===== config.mk =====
export PLATFORM = sky130hd
export DESIGN_NAME = seq_cpu
export DESIGN_NICKNAME = d
export VERILOG_FILES = /design/src/rtl/seq_cpu_pkg.sv /design/src/rtl/seq_cpu_alu.sv /design/src/rtl/seq_cpu_ctrl.sv /design/src/rtl/seq_cpu_dpath.sv /design/src/rtl/seq_cpu.sv
export SDC_FILE = /design/constraint.sdc
export NUM_CORES = 1
export LEC_CHECK = 0
export ABC_CLOCK_PERIOD_IN_PS = 3200
export CAP_MARGIN = 20
export CORE_MARGIN = 8
export CORE_UTILIZATION = 50
export CTS_CLUSTER_DIAMETER = 60
export DETAILED_ROUTE_END_ITERATION = 6
export HOLD_SLACK_MARGIN = 0.06
export MAX_ROUTING_LAYER = met4
export PLACE_DENSITY = 0.68
export SYNTH_ARGS = -nofsm -noshare
export SYNTH_HDL_FRONTEND = slang
export SYNTH_SLANG_ARGS = --single-unit
export TNS_END_PERCENT = 50

===== constraint.sdc =====
create_clock -name clk -period 3.2 [get_ports clk]
set_input_delay 0.32 -clock clk [delete_from_list [all_inputs] [get_ports clk]]
set_output_delay 0.32 -clock clk [all_outputs]
set_load 0.05 [all_outputs]

===== src/rtl/seq_cpu_pkg.sv =====
package seq_cpu_pkg;

  localparam int OPC_W = 3;

  typedef enum logic [2:0] {
    PH_CODE  = 3'd0,
    PH_INC1  = 3'd1,
    PH_ADDR  = 3'd2,
    PH_FETCH = 3'd3,
    PH_EXEC  = 3'd4,
    PH_STORE = 3'd5,
    PH_STEP  = 3'd6
  } phase_e;

  typedef enum logic [OPC_W-1:0] {
    OP_NOP   = 3'd0,
    OP_NOT   = 3'd1,
    OP_AND   = 3'd2,
    OP_OR    = 3'd3,
    OP_ADD   = 3'd4,
    OP_LOAD  = 3'd5,
    OP_STORE = 3'd6,
    OP_BRZ   = 3'd7
  } opcode_e;

  typedef struct packed {
    logic loadCode;
    logic incPc;
    logic loadAddr;
    logic selAddrReg;
    logic loadOperand;
    logic loadAcc;
    logic writeMem;
    logic stepPc;
    logic takeBranch;
  } ctrl_t;

endpackage


===== src/rtl/seq_cpu_alu.sv =====
module seq_cpu_alu
  import seq_cpu_pkg::*;
#(
  parameter int DW = 8
) (
  input  opcode_e       opCode,
  input  logic [DW-1:0] accIn,
  input  logic [DW-1:0] operand,
  output logic [DW-1:0] result
);

  always_comb begin
    unique case (opCode)
      OP_NOT:  result = ~accIn;
      OP_AND:  result = accIn & operand;
      OP_OR:   result = accIn | operand;
      OP_ADD:  result = accIn + operand;
      OP_LOAD: result = operand;
      default: result = accIn;
    endcase
  end

endmodule


===== src/rtl/seq_cpu_ctrl.sv =====
module seq_cpu_ctrl
  import seq_cpu_pkg::*;
(
  input  logic    clk,
  input  logic    rst,
  input  opcode_e opCode,
  input  logic    accZero,
  output phase_e  phase,
  output ctrl_t   strobes
);

  always_ff @(posedge clk) begin
    if (rst) begin
      phase <= PH_CODE;
    end else if (phase == PH_STEP) begin
      phase <= PH_CODE;
    end else begin
      phase <= phase_e'(phase + 3'd1);
    end
  end

  always_comb begin
    strobes = '0;
    unique case (phase)
      PH_CODE:  strobes.loadCode = 1'b1;
      PH_INC1:  strobes.incPc    = 1'b1;
      PH_ADDR:  strobes.loadAddr = 1'b1;
      PH_FETCH: begin
        strobes.selAddrReg  = 1'b1;
        strobes.loadOperand = 1'b1;
      end
      PH_EXEC: begin
        strobes.selAddrReg = 1'b1;
        strobes.loadAcc    = (opCode inside {OP_NOT, OP_AND, OP_OR, OP_ADD, OP_LOAD});
      end
      PH_STORE: begin
        strobes.selAddrReg = 1'b1;
        strobes.writeMem   = (opCode == OP_STORE);
      end
      PH_STEP: begin
        strobes.stepPc     = 1'b1;
        strobes.takeBranch = (opCode == OP_BRZ) && accZero;
      end
      default: strobes = '0;
    endcase
  end

endmodule


===== src/rtl/seq_cpu_dpath.sv =====
module seq_cpu_dpath
  import seq_cpu_pkg::*;
#(
  parameter int DW = 8
) (
  input  logic          clk,
  input  logic          rst,
  input  ctrl_t         strobes,
  input  logic [DW-1:0] memRdata,
  output logic [DW-1:0] memAddr,
  output logic [DW-1:0] memWdata,
  output opcode_e       opCode,
  output logic          accZero,
  output logic [DW-1:0] pcVal,
  output logic [DW-1:0] adVal,
  output logic [DW-1:0] accVal
);

  localparam logic [DW-1:0] ONE = DW'(1);

  logic [OPC_W-1:0] codeReg;
  logic [DW-1:0]    operandReg;
  logic [DW-1:0]    aluResult;
  logic [DW-1:0]    stepAmount;

  assign opCode     = opcode_e'(codeReg);
  assign accZero    = (accVal == '0);
  assign memAddr    = strobes.selAddrReg ? adVal : pcVal;
  assign memWdata   = accVal;
  assign stepAmount = strobes.takeBranch ? adVal : ONE;

  seq_cpu_alu #(.DW(DW)) alu (
    .opCode  (opCode),
    .accIn   (accVal),
    .operand (operandReg),
    .result  (aluResult)
  );

  always_ff @(posedge clk) begin
    if (rst) begin
      pcVal <= '0;
    end else if (strobes.incPc) begin
      pcVal <= pcVal + ONE;
    end else if (strobes.stepPc) begin
      pcVal <= pcVal + stepAmount;
    end
  end

  always_ff @(posedge clk) begin
    if (rst) begin
      accVal <= '0;
    end else if (strobes.loadAcc) begin
      accVal <= aluResult;
    end
  end

  always_ff @(posedge clk) begin
    if (rst) begin
      codeReg    <= '0;
      adVal      <= '0;
      operandReg <= '0;
    end else begin
      if (strobes.loadCode)    codeReg    <= memRdata[OPC_W-1:0];
      if (strobes.loadAddr)    adVal      <= memRdata;
      if (strobes.loadOperand) operandReg <= memRdata;
    end
  end

endmodule


===== src/rtl/seq_cpu.sv =====
module seq_cpu
  import seq_cpu_pkg::*;
#(
  parameter int DW = 8
) (
  input  logic          clk,
  input  logic          rst,
  output logic [DW-1:0] memAddr,
  output logic [DW-1:0] memWdata,
  input  logic [DW-1:0] memRdata,
  output logic          memWe
);

  ctrl_t         strobes;
  phase_e        phase;
  opcode_e       opCode;
  logic          accZero;
  logic [DW-1:0] pcVal;
  logic [DW-1:0] adVal;
  logic [DW-1:0] accVal;

  assign memWe = strobes.writeMem;

  seq_cpu_ctrl ctrl (
    .clk     (clk),
    .rst     (rst),
    .opCode  (opCode),
    .accZero (accZero),
    .phase   (phase),
    .strobes (strobes)
  );

  seq_cpu_dpath #(.DW(DW)) dpath (
    .clk      (clk),
    .rst      (rst),
    .strobes  (strobes),
    .memRdata (memRdata),
    .memAddr  (memAddr),
    .memWdata (memWdata),
    .opCode   (opCode),
    .accZero  (accZero),
    .pcVal    (pcVal),
    .adVal    (adVal),
    .accVal   (accVal)
  );

endmodule


==> results of run 1 <==
## worst max-delay path, stage by stage, from the launching register on
cell and delay, ns:
dfxtp_2 0.38, or4bb_4 0.57, nor4_4 0.27, buf_4 0.17, or2b_1 0.23, ha_1 0.23, a211oi_2 0.26, o21a_1 0.21
a222oi_1 0.09, o21ai_1 0.15, mux2_1 0.32
## state kept, by name, summed over array words and instances, names as in the netlist
name / count
dpath.operandReg: 8
dpath.pcVal: 8
ctrl.phase: 3
dpath.opCode: 3
dpath.adVal: 8
dpath.accVal: 8
## synth_stat cells, types with 6 or more instances
master and instances:
a222oi_1 6, mux2i_1 24, nand2_1 18, nand2b_1 6, clkbuf_1 7, dfxtp_1 38, inv_1 27, a21oi_1 17
o21ai_0 14, a211oi_1 7, nor2_1 35, ha_1 28, mux2_2 8
## path summary, 6_finish.rpt
path	slack, ns	end	depth (start not counted)	start
worst max-delay path	0.20	dpath.pcVal[7]	10	dpath.opCode[1]
worst min-delay path	0.47	ctrl.phase[0]	1	ctrl.phase[0]
worst max register to register	0.20	dpath.pcVal[7]	10	dpath.opCode[1]
worst min register to register	0.47	ctrl.phase[0]	1	ctrl.phase[0]
## power groups by stage
stage,Combinational [mW],Clock (mW),Sequential [mW]
global placement,0.244,0,0.526
detailed placement,0.247,0,0.527
CTS,0.248,0.397,0.516
finish,0.251,0.382,0.517
floorplan,0.169,0,0.528
global route,0.275,0.412,0.521
## per-layer routing
layer	vias up	global-route usage, %
li1	1187	-
met1	1077	25.1
met2	64	26.5
met5	-	-
met4	0	6.19
met3	7	3.40
## timing repair
item                                    CTS  global route
resized for setup                         0             6
endpoints found under the setup margin    0             2
setup buffers                             0             1
hold endpoints to repair                  0             0
## metrics by stage
step           instances  area (um^2)  util (%)
2_1_floorplan        312         2670         -
3_3_place_gp         405         3030      59.0
3_5_place_dp         405         3030      59.0
4_1_cts              413         3140      61.1
5_1_grt              414         3160      61.5
6_report             414         3160      61.5
## logic make-up (layout without fill, tap and decap cells)
kind of cell | after synthesis | in the layout | synth area share (%)
AOI/OAI and AO/OA | 74 | 74 | 19.1
xor gates and xnor gates | 6 | 6 | 1.97
adders and majority gates | 30 | 30 | 14.6
buffers and inverters | 38 | 70 | 5.35
DFF | 38 | 38 | 28.5
muxes | 33 | 33 | 12.8
and+or+nand+nor | 93 | 93 | 17.6
## layout make-up
| cell class | instances | area [um^2] |
|---|---|---|
| well taps | 70 | 87.6 |
| repair buffers | 34 | 320 |
| clock buffers | 8 | 110 |
| multi-input cells | 236 | 1770 |
| flip-flops and latches | 38 | 763 |
| fillers | 479 | 1980 |
| inverters | 28 | 105 |
==> flow_summary.yaml, run 1 <==
pwr:
  p_sw_share_pct: 29.0
  leakagePower_nw: 1.29
  p_sw_mw: 0.333
  clkPwrFrac_pct: 33.2
  seqPwrFrac_pct: 45.0
  peakVddDrop_mv: 0.283
  total_power_mw: 1.15
  powerDensity_mw_per_mm2: 364
  p_int_mw: 0.816
  combPwrFrac_pct: 21.8
timing:
  fin_skew_ns: 0.00545
  layout_setup_ws_ns: 0.203
  max_freq_mhz: 334
  holdWs_ns: 0.472
  hold_viol: 0
  fin_tns_setup_ns: 0
  max-slew-margin-rel_pct: 59.9
  fin_crit_sh_pct: 93.6
  rsz0062_at_grt: "no"
  setup_viol: 0
  min_period_ns: 3.00
  drv_slew: 0
  max_slew.worst_pin.slew_ns: 0.599
clock_tree:
  cts.sinks: 38
  cts_max_level: 2
  cts_root_buf: "clkbuf_8"
  clk_latency_ns: 0.29
  cts_made_buffers: 5
  clk_pin_slew_ns: 0.07
  hold_buffers: 0
  clk_path_buf_depth: 2
  cts_tree: "yes"
routing:
  drcViolationCount: 0
  postRouteAntennaNets: 0
  routed_wl_um: 6560
  wl_per_cell_um: 15.8
  firstDrtPassIters: 5
  wl_met3_um: 301
  drt_iter0_markers: 176
  vias: 2335
  met1_length_um: 3320
  met2_wirelength_um: 2860
  vias_per_cell: 5.64
  highest_layer: "met4"
placement:
  port_buffers: 26
  dp_hpwl_um: 4940
  pre_cts_ws_ns: 0.171
  globalplace.congestion: 0.876
yosys:
  netlist.area_leader.share_pct: 28.5
  netlist_top_cells_area: "dfxtp_1 29%, ha_1 13%, mux2i_1 9.0%"
  ys_ff_latch: 38
  dominantRegCellSynth: "dfxtp_1"
  synth_top_area_cell: "dfxtp_1"
  syn_avg_cell_area_um2: 8.55
  synth_nets: 352
  synthCells: 312
  syn_area_mm2: 0.00267
  synth_cell_types: 47
  synth_edf_count: 0
  ys_seq_area_share_pct: 28.5
  synth_async_sr_flop_share_pct: 0
  yosysWarnings: 0
die:
  die_x_um: 89.0
  die_h_um: 89.0
  rows: 26
  core_mm2: 0.00514
  io_pins: 27
  die_area_mm2: 0.00793
  floorplan.initialDensity_pct: 51.9
worst_setup_path:
  critPathKind: "reg2reg"
  crit_fanout: 8
  endpoint_kind: "register"
  start_kind: "register"
  required_ns: 3.38
  worstPathArrival_ns: 3.18
global_route:
  grt_max_degree: 38
  grt_pass1_vias: 2309
  antenna_found_initial: 0
  grt_usage_pct: 18.4
  overflow: 0
  grt_pass1_wl_um: 11100
run_status:
  run_status: "finished, final reports clean"
layout:
  num_antenna_cells: 0
  layout-drive-gt1-share_pct: 8.72
  nets: 383
  final_cell_mix: "36 x dfxtp_1, 35 x nor2_1, 28 x ha_1, 27 x inv_1, 26 x clkdlybuf4s50_1"
  layout_commonest_cell: "dfxtp_1"
  area_growth_pct: 18.4
worst_hold_path:
  hp-class: "reg2reg"
job:
  drv_cap: 0
Note: power is estimated with default switching activity, not from simulation.
==> run 2: changes to the inputs <==
CORE_MARGIN = 5   (was 8)
CORE_UTILIZATION = 48   (was 50)
PLACE_DENSITY = 0.66   (was 0.68)
==> run 2 against run 1 <==
Compared with the run above: critical path depth is the same; final cell count up 0.24%; wire length up 0.47%; critical endpoint unchanged; largest cell class unchanged.
==> flow_summary.yaml, run 2 (same netlist as run 1, synthesis figures left out) <==
pwr:
  total_power_mw: 1.27
  clkPwrFrac_pct: 39.5
  p_sw_share_pct: 28.1
  seqPwrFrac_pct: 40.8
  combPwrFrac_pct: 19.7
  peakVddDrop_mv: 0.439
  powerDensity_mw_per_mm2: 399
  p_sw_mw: 0.356
  leakagePower_nw: 1.29
  p_int_mw: 0.910
die:
  core_mm2: 0.00544
  die_x_um: 84.6
  die_h_um: 84.6
  die_area_mm2: 0.00715
  rows: 27
  floorplan.initialDensity_pct: 49.0
  io_pins: 27
worst_setup_path:
  start_kind: "register"
  worst-path-buf-inv: 1
  worstPathArrival_ns: 3.20
  required_ns: 3.37
  crit_path_top_delay_cell: "or4bb_1"
  cp_cell_sequence: "or4bb_1 -> nor4_4 -> buf_4 -> and2_1 -> ha_1 -> a21oi_1 -> o21a_1 -> a222oi_1 -> o21ai_1 -> mux2_1"
  endpoint_kind: "register"
  crit_fanout: 8
  crit_family: "simple AND/OR/NAND/NOR gates"
  slowest_delay_ns: 0.55
  critPathKind: "reg2reg"
layout:
  fin_util_pct: 58.4
  area_growth_pct: 19.1
  num_antenna_cells: 0
  final_cell_mix: "37 x dfxtp_1, 35 x nor2_1, 28 x ha_1, 27 x inv_1, 26 x clkdlybuf4s50_1"
  layout_commonest_cell: "dfxtp_1"
  stdcell_count: 415
  layout-drive-gt1-share_pct: 7.87
  nets: 382
timing:
  setup_viol: 0
  min_period_ns: 3.02
  fin_crit_sh_pct: 94.5
  max-slew-margin-rel_pct: 56.2
  rsz0062_at_grt: "yes"
  max_slew.worst_pin.slew_ns: 0.654
  max_freq_mhz: 331
  drv_slew: 0
  fin_tns_setup_ns: 0
  hold_viol: 0
  fin_skew_ns: 0.00345
placement:
  globalplace.congestion: 0.910
  port_buffers: 26
  dp.cells: 407
  dp_hpwl_um: 4920
routing:
  vias_per_cell: 5.53
  wl_per_cell_um: 15.9
  drt_iter0_markers: 175
  routed_wl_um: 6590
  postRouteAntennaNets: 0
  firstDrtPassIters: 5
  drcViolationCount: 0
  vias: 2297
run_status:
  run_status: "finished, final reports clean"
global_route:
  grt_usage_pct: 18.6
  grt_max_degree: 38
  overflow: 0
  antenna_found_initial: 0
  grt_pass1_wl_um: 10600
  grt_pass1_vias: 2174
clock_tree:
  clk_latency_ns: 0.29
  cts_max_level: 2
  cts_root_buf: "clkbuf_8"
  hold_buffers: 0
  clk_pin_slew_ns: 0.08
  clk_path_buf_depth: 2
  cts_tree: "yes"
  cts.sinks: 38
  cts_made_buffers: 5
worst_hold_path:
  hp-class: "reg2reg"
job:
  drv_cap: 0
run 2: cell types whose count changed in the layout (fill, tap and decap cells not counted), sizes merged:
cell / before / now
clkbuf: 8 / 5
bufinv: 0 / 2
buf: 8 / 7
clkinv: 1 / 2
run 2: worst paths after layout:
path                          to  slack (ns)  cells after the start            start
setup reg to reg  dpath.pcVal[7]        0.18                     10  dpath.opCode[1]
hold reg to reg    ctrl.phase[0]        0.47                      1    ctrl.phase[0]
hold / removal     ctrl.phase[0]        0.47                      1    ctrl.phase[0]
setup / recovery  dpath.pcVal[7]        0.18                     10  dpath.opCode[1]
run 2: area by class of cell:
type                    instances  area, um^2
fillers                       494        2260
clock buffers                   5        68.8
well taps                      72        90.1
repair buffers                 33         313
multi-input cells             236        1770
flip-flops and latches         38         762
inverters                      28         105
clock inverters                 3        68.8
run 2: metrics by stage:
stage	setup WS, ns	hold slack (ns)	cell area [um^2]
finish	0.176	0.468	3180
global route	-0.0122	0.496	3180
CTS	0.141	0.474	3170
detailed placement	0.183	0.457	3030
global placement	0.288	0.447	3030
floorplan	0.154	0.433	2670
run 2: repair_timing:
item | in CTS | in global routing
endpoints found under the hold margin | 0 | 0
buffers inserted | 0 | 0
gates resized for setup | 0 | 4
setup endpoints to repair | 0 | 2
run 2: per-layer routing:
metal  GRT usage, %  wire length (um)  up-vias
met5              -                 0        -
met4           3.31                35        0
met3           3.93               259        2
met2           27.5              2920       50
met1           26.5              3370     1068
li1               -                 -     1177
run 2: power by group through the flow:
stage | sequential [mW] | clock, mW | combinational, mW
finish | 0.517 | 0.500 | 0.250
global route | 0.520 | 0.528 | 0.273
CTS | 0.516 | 0.505 | 0.248
detailed placement | 0.527 | 0 | 0.246
global placement | 0.527 | 0 | 0.246
floorplan | 0.528 | 0 | 0.169
==> run 3: changes to the inputs <==
CORE_UTILIZATION = 40   (was 48)
PLACE_DENSITY = 0.56   (was 0.66)
==> run 3 against run 2 <==
Compared with the run above: register-to-register slack worse by 0.04 ns; clock skew up 0.0032 ns; largest cell class unchanged; first-iteration DRC count down 35%; sequential power about the same.
==> flow_summary.yaml, run 3 (same netlist as run 1, synthesis figures left out) <==
layout:
  layout-drive-gt1-share_pct: 8.16
  num_antenna_cells: 0
  nets: 383
  area_growth_pct: 18.1
  fin_util_pct: 49.0
  layout_commonest_cell: "dfxtp_1"
  final_cell_mix: "36 x dfxtp_1, 35 x nor2_1, 27 x inv_1, 27 x ha_1, 26 x clkdlybuf4s50_1"
  stdcell_count: 420
die:
  floorplan.initialDensity_pct: 41.5
  core_mm2: 0.00642
  rows: 29
  die_x_um: 91.7
  die_h_um: 91.7
  die_area_mm2: 0.00840
  io_pins: 27
placement:
  port_buffers: 26
  dp_hpwl_um: 4950
  globalplace.congestion: 0.846
  dp.cells: 412
pwr:
  leakagePower_nw: 1.27
  p_sw_share_pct: 30.5
  p_sw_mw: 0.328
  peakVddDrop_mv: 0.273
  clkPwrFrac_pct: 28.6
  seqPwrFrac_pct: 48.0
  powerDensity_mw_per_mm2: 342
  p_int_mw: 0.749
  combPwrFrac_pct: 23.4
routing:
  postRouteAntennaNets: 0
  routed_wl_um: 6660
  vias: 2312
  wl_per_cell_um: 15.9
  drcViolationCount: 0
  vias_per_cell: 5.50
  firstDrtPassIters: 4
  drt_iter0_markers: 113
timing:
  min_period_ns: 3.06
  hold_viol: 0
  max_freq_mhz: 327
  rsz0062_at_grt: "yes"
  fin_crit_sh_pct: 95.7
  max-slew-margin-rel_pct: 56.6
  setup_viol: 0
  fin_skew_ns: 0.00666
  max_slew.worst_pin.slew_ns: 0.648
  drv_slew: 0
global_route:
  overflow: 0
  grt_max_degree: 38
  grt_usage_pct: 16.4
  grt_pass1_vias: 2186
  grt_util_met3_pct: 2.45
  grt_use_met2_pct: 24.3
  grt_pass1_wl_um: 10900
  use_met1_pct: 23.7
  antenna_found_initial: 0
  grt_busiest_layer: "met2"
worst_setup_path:
  crit_path_top_delay_cell: "or4bb_4"
  cp_cell_sequence: "or4bb_4 -> nor4_4 -> buf_4 -> and2_1 -> ha_4 -> o211ai_1 -> o21a_1 -> a222oi_1 -> o21ai_1 -> mux2_1"
  r2r_cells: 10
  crit_family: "simple AND/OR/NAND/NOR gates"
  slowest_delay_ns: 0.56
  required_ns: 3.37
  critPathKind: "reg2reg"
  worst-path-buf-inv: 1
  crit_fanout: 8
  endpoint_kind: "register"
  reg2reg_setup_slack_ns: 0.14
  start_kind: "register"
  r2r_end: "dpath.pcVal[7]"
  r2r-start: "dpath.opCode[1]"
  worstPathArrival_ns: 3.23
clock_tree:
  cts.sinks: 38
  cts_max_level: 2
  clk_path_buf_depth: 2
  clk_pin_slew_ns: 0.07
  cts_made_buffers: 5
  cts_root_buf: "clkbuf_8"
  cts_tree: "yes"
  clk_latency_ns: 0.28
  hold_buffers: 0
worst_hold_path:
  hp-class: "reg2reg"
  hold_path_end: "ctrl.phase[0]"
  whs_path_depth: 1
  min-delay-start: "ctrl.phase[0]"
run_status:
  run_status: "finished, final reports clean"
job:
  drv_cap: 0
-- run 3: worst reg2reg max path, delay by kind of cell (launching register included) --
family	cells	cell delay [ns]
AND/OR/NAND/NOR	3	1.16
AO/OA/AOI/OAI	4	0.76
buffers and inverters	1	0.18
multiplexers	1	0.31
adder cells (fa/ha/maj)	1	0.16
flip-flops	1	0.38
-- run 3: how the worst max path moves through the flow --
stage | start | to | depth (start not counted)
finish | dpath.opCode[1] | dpath.pcVal[7] | 10
global route | dpath.opCode[1] | dpath.pcVal[7] | 10
CTS | dpath.accVal[4] | dpath.pcVal[4] | 11
detailed placement | dpath.accVal[4] | dpath.pcVal[4] | 11
global placement | dpath.accVal[4] | dpath.pcVal[4] | 11
floorplan | dpath.accVal[4] | dpath.pcVal[7] | 10
-- run 3: routing by layer --
metal,vias to the layer above,share of wire [%]
met5,-,0
met4,0,0.62
li1,1181,-
met2,35,44
met3,5,2.2
met1,1091,53
-- run 3: cell type report --
cell class | count | area, um^2
Multi-Input combinational cell | 236 | 1790
Fill cell | 653 | 3270
Sequential cell | 38 | 766
Clock buffer | 7 | 76.3
Inverter | 28 | 105
Timing Repair Buffer | 34 | 320
Tap cell | 77 | 96.3
-- run 3: per-stage QoR --
stage	instance area (um^2)	hold slack, ns	power (mW)	TNS (ns)	worst slack, ns
finish	3150	0.473	1.08	0	0.139
global route	3150	0.497	1.14	-0.0375	-0.0313
CTS	3120	0.478	1.09	0	0.135
detailed placement	3040	0.466	0.775	0	0.155
global placement	3040	0.448	0.776	0	0.271
floorplan	2670	0.433	0.697	0	0.154
-- run 3: what timing repair did --
item,in CTS,in global routing
gates resized for setup,0,9
endpoints found under the setup margin,0,3
buffers inserted,0,1
endpoints found under the hold margin,0,0
-- run 3: power groups by stage --
| stage | Combinational [mW] | Sequential, mW | Clock (mW) |
|---|---|---|---|
| after floorplan | 0.169 | 0.528 | 0 |
| after global placement | 0.249 | 0.526 | 0 |
| after detailed placement | 0.249 | 0.527 | 0 |
| after CTS | 0.251 | 0.516 | 0.323 |
| after global routing | 0.276 | 0.521 | 0.342 |
| final | 0.252 | 0.517 | 0.308 |
